## config.mk

```make
export PLATFORM = sky130hd
export DESIGN_NAME = idx_ea_gen
export DESIGN_NICKNAME = d
export VERILOG_FILES = /design/src/rtl/idx_ea_pkg.sv /design/src/rtl/idx_off_sel.sv /design/src/rtl/idx_addr_calc.sv /design/src/rtl/idx_ea_gen.sv
export SDC_FILE = /design/constraint.sdc
export NUM_CORES = 1
export LEC_CHECK = 0
export BUFFER_PORTS_ARGS = -buffer_cell sky130_fd_sc_hd__buf_2
export CAP_MARGIN = 20
export CELL_PAD_IN_SITES_DETAIL_PLACEMENT = 2
export CELL_PAD_IN_SITES_GLOBAL_PLACEMENT = 2
export CORE_UTILIZATION = 31
export CTS_CLUSTER_SIZE = 20
export DETAILED_ROUTE_END_ITERATION = 8
export PLACE_DENSITY = 0.87
export SYNTH_ARGS = -nofsm -noshare
export SYNTH_HDL_FRONTEND = slang
export SYNTH_HIERARCHICAL = 1
export SYNTH_SLANG_ARGS = --single-unit
```

## constraint.sdc

```tcl
create_clock -name clk -period 2.1 [get_ports clk]
set_input_delay 0.315 -clock clk [delete_from_list [all_inputs] [get_ports clk]]
set_output_delay 0.315 -clock clk [all_outputs]
set_load 0.01 [all_outputs]
```

## src/rtl/idx_ea_pkg.sv

```systemverilog
package idx_ea_pkg;

    typedef enum logic [1:0] {
        ST_IDLE = 2'd0,
        ST_HI   = 2'd1,
        ST_LO   = 2'd2
    } fetch_st_e;

    localparam logic [1:0] BASE_X  = 2'd0;
    localparam logic [1:0] BASE_Y  = 2'd1;
    localparam logic [1:0] BASE_SP = 2'd2;
    localparam logic [1:0] BASE_PC = 2'd3;

    localparam logic [1:0] SRC_CONST = 2'd0;
    localparam logic [1:0] SRC_A     = 2'd1;
    localparam logic [1:0] SRC_B     = 2'd2;
    localparam logic [1:0] SRC_AB    = 2'd3;

    localparam logic [1:0] CW_SHORT = 2'd0;
    localparam logic [1:0] CW_MID   = 2'd1;

endpackage

```

## src/rtl/idx_off_sel.sv

```systemverilog
module idx_off_sel
    import idx_ea_pkg::*;
#(
    parameter int DW      = 8,
    parameter int SHORT_W = 5,
    parameter int MID_W   = 9,
    localparam int AW     = 2 * DW
) (
    input  logic [1:0]    off_src,
    input  logic [1:0]    cwidth,
    input  logic [AW-1:0] cval,
    input  logic [DW-1:0] acc_a,
    input  logic [DW-1:0] acc_b,
    output logic [AW-1:0] offset
);

    logic [AW-1:0] const_ext;

    always_comb begin
        unique case (cwidth)
            CW_SHORT: const_ext = {{(AW-SHORT_W){cval[SHORT_W-1]}}, cval[SHORT_W-1:0]};
            CW_MID:   const_ext = {{(AW-MID_W){cval[MID_W-1]}}, cval[MID_W-1:0]};
            default:  const_ext = cval;
        endcase
    end

    always_comb begin
        unique case (off_src)
            SRC_CONST: offset = const_ext;
            SRC_A:     offset = {{DW{1'b0}}, acc_a};
            SRC_B:     offset = {{DW{1'b0}}, acc_b};
            default:   offset = {acc_a, acc_b};
        endcase
    end

endmodule

```

## src/rtl/idx_addr_calc.sv

```systemverilog
module idx_addr_calc #(
    parameter int AW     = 16,
    parameter int STEP_W = 3
) (
    input  logic [AW-1:0]     base,
    input  logic [AW-1:0]     offset,
    input  logic              amod_en,
    input  logic              amod_post,
    input  logic              amod_dec,
    input  logic [STEP_W-1:0] amod_step,
    input  logic              indirect,
    input  logic              src_is_acc,
    output logic [AW-1:0]     addr,
    output logic [AW-1:0]     mod_base,
    output logic              refuse
);

    localparam logic [AW-1:0] ONE = {{(AW-1){1'b0}}, 1'b1};

    logic [AW-1:0] step_val;

    always_comb begin
        step_val = {{(AW-STEP_W){1'b0}}, amod_step} + ONE;
        mod_base = amod_dec ? (base - step_val) : (base + step_val);
        if (amod_en) begin
            addr = amod_post ? base : mod_base;
        end else begin
            addr = base + offset;
        end
        refuse = amod_en & (indirect | src_is_acc);
    end

endmodule

```

## src/rtl/idx_ea_gen.sv

```systemverilog
module idx_ea_gen
    import idx_ea_pkg::*;
#(
    parameter int DW      = 8,
    parameter int SHORT_W = 5,
    parameter int MID_W   = 9,
    parameter int STEP_W  = 3,
    localparam int AW     = 2 * DW
) (
    input  logic              clk,
    input  logic              rst_n,
    input  logic              start,
    input  logic [1:0]        base_sel,
    input  logic [AW-1:0]     reg_x,
    input  logic [AW-1:0]     reg_y,
    input  logic [AW-1:0]     reg_sp,
    input  logic [AW-1:0]     reg_pc,
    input  logic [DW-1:0]     acc_a,
    input  logic [DW-1:0]     acc_b,
    input  logic [1:0]        off_src,
    input  logic [1:0]        cwidth,
    input  logic [AW-1:0]     cval,
    input  logic              amod_en,
    input  logic              amod_post,
    input  logic              amod_dec,
    input  logic [STEP_W-1:0] amod_step,
    input  logic              indirect,
    output logic              mem_req,
    output logic [AW-1:0]     mem_addr,
    input  logic              mem_valid,
    input  logic [DW-1:0]     mem_rdata,
    output logic              done,
    output logic              illegal,
    output logic [AW-1:0]     ea,
    output logic              wb_en,
    output logic [1:0]        wb_sel,
    output logic [AW-1:0]     wb_val
);

    localparam logic [AW-1:0] ONE = {{(AW-1){1'b0}}, 1'b1};

    typedef struct packed {
        fetch_st_e     st;
        logic [AW-1:0] ea;
        logic [AW-1:0] ptr;
        logic [DW-1:0] hi;
        logic          done;
        logic          illegal;
        logic          wb_en;
        logic [1:0]    wb_sel;
        logic [AW-1:0] wb_val;
    } gen_state_t;

    gen_state_t st_d, st_q;

    logic [AW-1:0] base_val;
    logic [AW-1:0] offset;
    logic [AW-1:0] addr;
    logic [AW-1:0] mod_base;
    logic          refuse;

    always_comb begin
        unique case (base_sel)
            BASE_X:  base_val = reg_x;
            BASE_Y:  base_val = reg_y;
            BASE_SP: base_val = reg_sp;
            default: base_val = reg_pc;
        endcase
    end

    idx_off_sel #(
        .DW      (DW),
        .SHORT_W (SHORT_W),
        .MID_W   (MID_W)
    ) u_off (
        .off_src (off_src),
        .cwidth  (cwidth),
        .cval    (cval),
        .acc_a   (acc_a),
        .acc_b   (acc_b),
        .offset  (offset)
    );

    idx_addr_calc #(
        .AW     (AW),
        .STEP_W (STEP_W)
    ) u_calc (
        .base       (base_val),
        .offset     (offset),
        .amod_en    (amod_en),
        .amod_post  (amod_post),
        .amod_dec   (amod_dec),
        .amod_step  (amod_step),
        .indirect   (indirect),
        .src_is_acc (off_src != SRC_CONST),
        .addr       (addr),
        .mod_base   (mod_base),
        .refuse     (refuse)
    );

    always_comb begin
        st_d         = st_q;
        st_d.done    = 1'b0;
        st_d.illegal = 1'b0;
        st_d.wb_en   = 1'b0;
        unique case (st_q.st)
            ST_IDLE: begin
                if (start) begin
                    if (refuse) begin
                        st_d.done    = 1'b1;
                        st_d.illegal = 1'b1;
                    end else if (indirect) begin
                        st_d.ptr = addr;
                        st_d.st  = ST_HI;
                    end else begin
                        st_d.done   = 1'b1;
                        st_d.ea     = addr;
                        st_d.wb_en  = amod_en;
                        st_d.wb_sel = base_sel;
                        st_d.wb_val = mod_base;
                    end
                end
            end
            ST_HI: begin
                if (mem_valid) begin
                    st_d.hi = mem_rdata;
                    st_d.st = ST_LO;
                end
            end
            ST_LO: begin
                if (mem_valid) begin
                    st_d.ea   = {st_q.hi, mem_rdata};
                    st_d.done = 1'b1;
                    st_d.st   = ST_IDLE;
                end
            end
            default: st_d.st = ST_IDLE;
        endcase
    end

    always_ff @(posedge clk or negedge rst_n) begin
        if (!rst_n) begin
            st_q <= '{st: ST_IDLE, default: '0};
        end else begin
            st_q <= st_d;
        end
    end

    assign mem_req  = (st_q.st != ST_IDLE);
    assign mem_addr = (st_q.st == ST_LO) ? (st_q.ptr + ONE) : st_q.ptr;
    assign done     = st_q.done;
    assign illegal  = st_q.illegal;
    assign ea       = st_q.ea;
    assign wb_en    = st_q.wb_en;
    assign wb_sel   = st_q.wb_sel;
    assign wb_val   = st_q.wb_val;

endmodule

```

==> metrics.yaml <==
power_and_ir_drop:
  leakage_nw: 4.573
  peakVddDrop_mv: 0.6285
  power_density_nw_per_um2: 1053
placed_design:
  gp_congestion: 0.8488
  dp_slack_ns: -1.708
  portBuffers: 174
  dp_hpwl_um: 23900
finish:
  areaGrowthSynthToFinish_pct: 74.51
  final_nets: 1128
  nFillCells: 1790
  layout-drive-gt1-share: 0.6510
global_routing:
  grt_pass1_wl_um: 53470
  grt_overflow: 0
  grt_max_degree: 43
  grt_pass1_vias: 8304
  gr-usage-all-layers: 0.4023
  antenna_found_initial: 4
run_status:
  violations: "setup timing"
  outcome: "finished, violations left"
sta:
  fmax_mhz: 273.2
  setup_viol_count_final: 56
  drv_slew: 0
  setup-tns-final_ns: -45.89
  tightest_slew_ns: 0.5962
  rsz0062_at_grt: "yes"
  fin_worst_skew_ns: 0.01468
  period_share: 1.743
  period_needed_ns: 3.660
  hold_viol: 0
  setup_slack_ns: -1.560
  relSlewSlack: 0.5983
logic_synthesis:
  synth_edf_count: 0
  syn-num-nets: 783
  synth.avg_cell_area_um2: 9.106
  ys.flop_type: "dfrtp_1"
  async_reset_ff_frac: 1.000
  yosysUniqueCellTypes: 61
  syn_inst: 627
  synth_warnings: 6
  yosysSeqAreaShare: 0.2761
  synth-seq-cells: 63
  syn_area_um2: 5709
floorplanning:
  die-area_um2: 18960
  die_h_um: 137.7
  die_x_um: 137.7
  core-area_um2: 18020
  rows: 49
  start_util: 0.3167
  ios: 175
setup_path:
  worst-path-buf-inv: 4
  critical_path.endpoint_type: "flop"
  start_kind: "primary input"
  critical_path_arrival_ns: 3.86
  r2r_slack_ns: -0.31
  cp.required_ns: 2.30
  rr_endpoint: "ea[5]"
  r2r_start: "st_q[62]"
  r2r_cells: 10
  crit_family: "compound AO/OA/AOI/OAI gates"
  worstPathMaxFanout: 4
  max_stage_delay_ns: 0.46
  critPathSlowestCell: "a21oi_2"
  crit_type: "in -> reg"
  crit_chain: "buf_8 -> ha_4 -> xor2_2 -> nor3_2 -> ha_1 -> inv_2 -> mux2_4 -> ha_4 -> o21a_1 -> o31a_1 -> buf_6 -> buf_4 -> o21a_1 -> nor2_4 -> xnor2_2 -> nand2_2 -> a31oi_4 -> a22oi_2 -> a21oi_2"
detailed_routing:
  vias: 7838
  wl_per_cell_um: 38.22
  drt_wl_total_um: 46210
  route.detailed.drc: 0
  first_pass_iters: 5
  first_iter_violations: 582
  ant_nets: 0
  vias_per_cell: 6.483
clocking:
  cts-root-buf: "clkbuf_16"
  cts.sink_count: 63
  tritoncts: "built"
  insertion_delay_ns: 0.36
  htreeDepth: 3
  clockBufferDepth: 2
  clk_pin_slew_worst_paths_ns: 0.07
  cts_buffers: 9
worst_hold_path:
  whs_path_depth: 2
  hp-class: "in -> reg"
  min_from: "mem_rdata[0]"
  min_to: "st_q[21]"
flow_run:
  max_cap_viol_count: 0
[state kept, by name, summed over array words and instances, names as in the netlist]
signal,cells
wb_sel,2
done,1
illegal,1
st_q,26
wb_en,1
wb_val,16
ea,16
[through the flow]
step	util	cell area, um2	std cells	hold WS [ns]	power [W]
after floorplan	-	5903	627	0.01941	0.004702
after global placement	0.4412	7953	1134	0.3279	0.006138
after detailed placement	0.4412	7953	1134	0.3426	0.006579
after CTS	0.5049	9100	1173	0.2340	0.008863
after global routing	0.5525	9958	1207	0.2517	0.01071
final	0.5528	9963	1209	0.2578	0.01049
[per-layer routing]
metal	wire length, um	track usage	part of all wire	vias to the layer above
li1	-	-	-	2935
met1	14890	0.3792	0.32	3845
met2	21990	0.7314	0.48	696
met3	4292	0.08609	0.093	358
met4	5022	0.3575	0.11	4
met5	19	0	0.00041	-
[timing repair]
item | CTS | global route
buffers inserted | 33 | 40
gates resized for setup | 127 | 131
pin swaps | 60 | 76
hold buffers | 1 | 0
endpoints found under the hold margin | 21 | 0
setup endpoints to repair | 53 | 61
cloned | 1 | 2
[cell usage in the layout (no fill, tap or decap), drive strengths merged, types with 3 or more instances in the layout]
master and count:
buf 390, dfrtp 63, nor2 58, a21oi 53
nand2 50, mux2 45, o21ai 38, ha 33
xnor2 22, xor2 19, mux4 16, a22oi 16
inv 16, nand2b 12, clkbuf 12, nor2b 12
mux2i 12, nor3 11, nand4 9, a21o 9
o211ai 8, a31oi 7, nand3 6, and3 6
o21a 4, o22ai 4, and2 4, a31o 4
diode 3, clkinv 3, nor4 3
[worst reg2reg max path, cell delays in order, from the launching register on]
cell and delay (ns):
dfrtp_2 0.43, buf_4 0.16, buf_6 0.12, nor2b_4 0.13
buf_12 0.13, buf_12 0.13, buf_4 0.15, nor2_1 0.15
buf_6 0.25, a22oi_2 0.14, a21oi_2 0.46
[cell families (layout without fill, tap and decap cells)]
family | count (synthesis) | in the layout | synth area share
AND/OR/NAND/NOR | 181 | 181 | 0.1538
AO/OA/AOI/OAI | 159 | 159 | 0.1780
buffers and inverters | 75 | 425 | 0.07626
multiplexers | 73 | 73 | 0.1736
flip-flops | 63 | 63 | 0.2761
XOR/XNOR | 41 | 41 | 0.06290
adder cells (fa/ha/maj) | 35 | 35 | 0.07933
other | 0 | 3 | 0
[cells in the mapped netlist, drive strengths merged, types with 3 or more instances]
master   n  share of area
dfrtp   63           0.28
nor4     3         0.0033
mux4    16          0.063
nand4    9         0.0099
a31o     4         0.0061
o21ai   38          0.038
o22ai    4         0.0044
o21a     4         0.0053
a31oi    7         0.0077
and3     6         0.0066
nand2b  12          0.013
mux2i   12          0.021
nor2b   12          0.013
a22oi   16          0.021
nor3    11          0.012
o211ai   8          0.011
inv     15         0.0099
buf     47          0.058
clkbuf  13         0.0085
nand2   50          0.033
a21o     9          0.012
nand3    6         0.0053
ha      33          0.072
and2     4         0.0044
xnor2   22          0.034
nor2    58          0.039
xor2    19          0.029
mux2    45          0.089
a21oi   53          0.048
[report_power, final]
| group | switching (W) | internal (W) |
|---|---|---|
| combinational | 0.00341 | 0.00288 |
| sequential | 0.000766 | 0.00176 |
| clock | 0.000711 | 0.000960 |
[how the worst max path moves through the flow]
stage / start / to / depth (start not counted)
2_1_floorplan: base_sel[0] / st_q[43] / 15
3_3_place_gp: amod_step[1] / ea[13] / 17
3_5_place_dp: amod_step[1] / ea[9] / 18
4_1_cts: amod_step[0] / ea[13] / 16
5_1_grt: amod_step[1] / ea[5] / 19
6_report: amod_step[1] / ea[5] / 19
[area by class of cell]
| class | instances | area [um2] | share of cell area |
|---|---|---|---|
| Timing Repair Buffer | 394 | 2860 | 0.2871 |
| Clock inverter | 6 | 68.82 | 0.006907 |
| Tap cell | 229 | 286.5 | 0.02876 |
| Antenna cell | 3 | 7.507 | 0.0007535 |
| Clock buffer | 10 | 239.0 | 0.02399 |
| Multi-Input combinational cell | 489 | 4858 | 0.4876 |
| Inverter | 15 | 61.31 | 0.006153 |
| Sequential cell | 63 | 1582 | 0.1587 |
No activity file was read; power rests on OpenSTA's default activity.
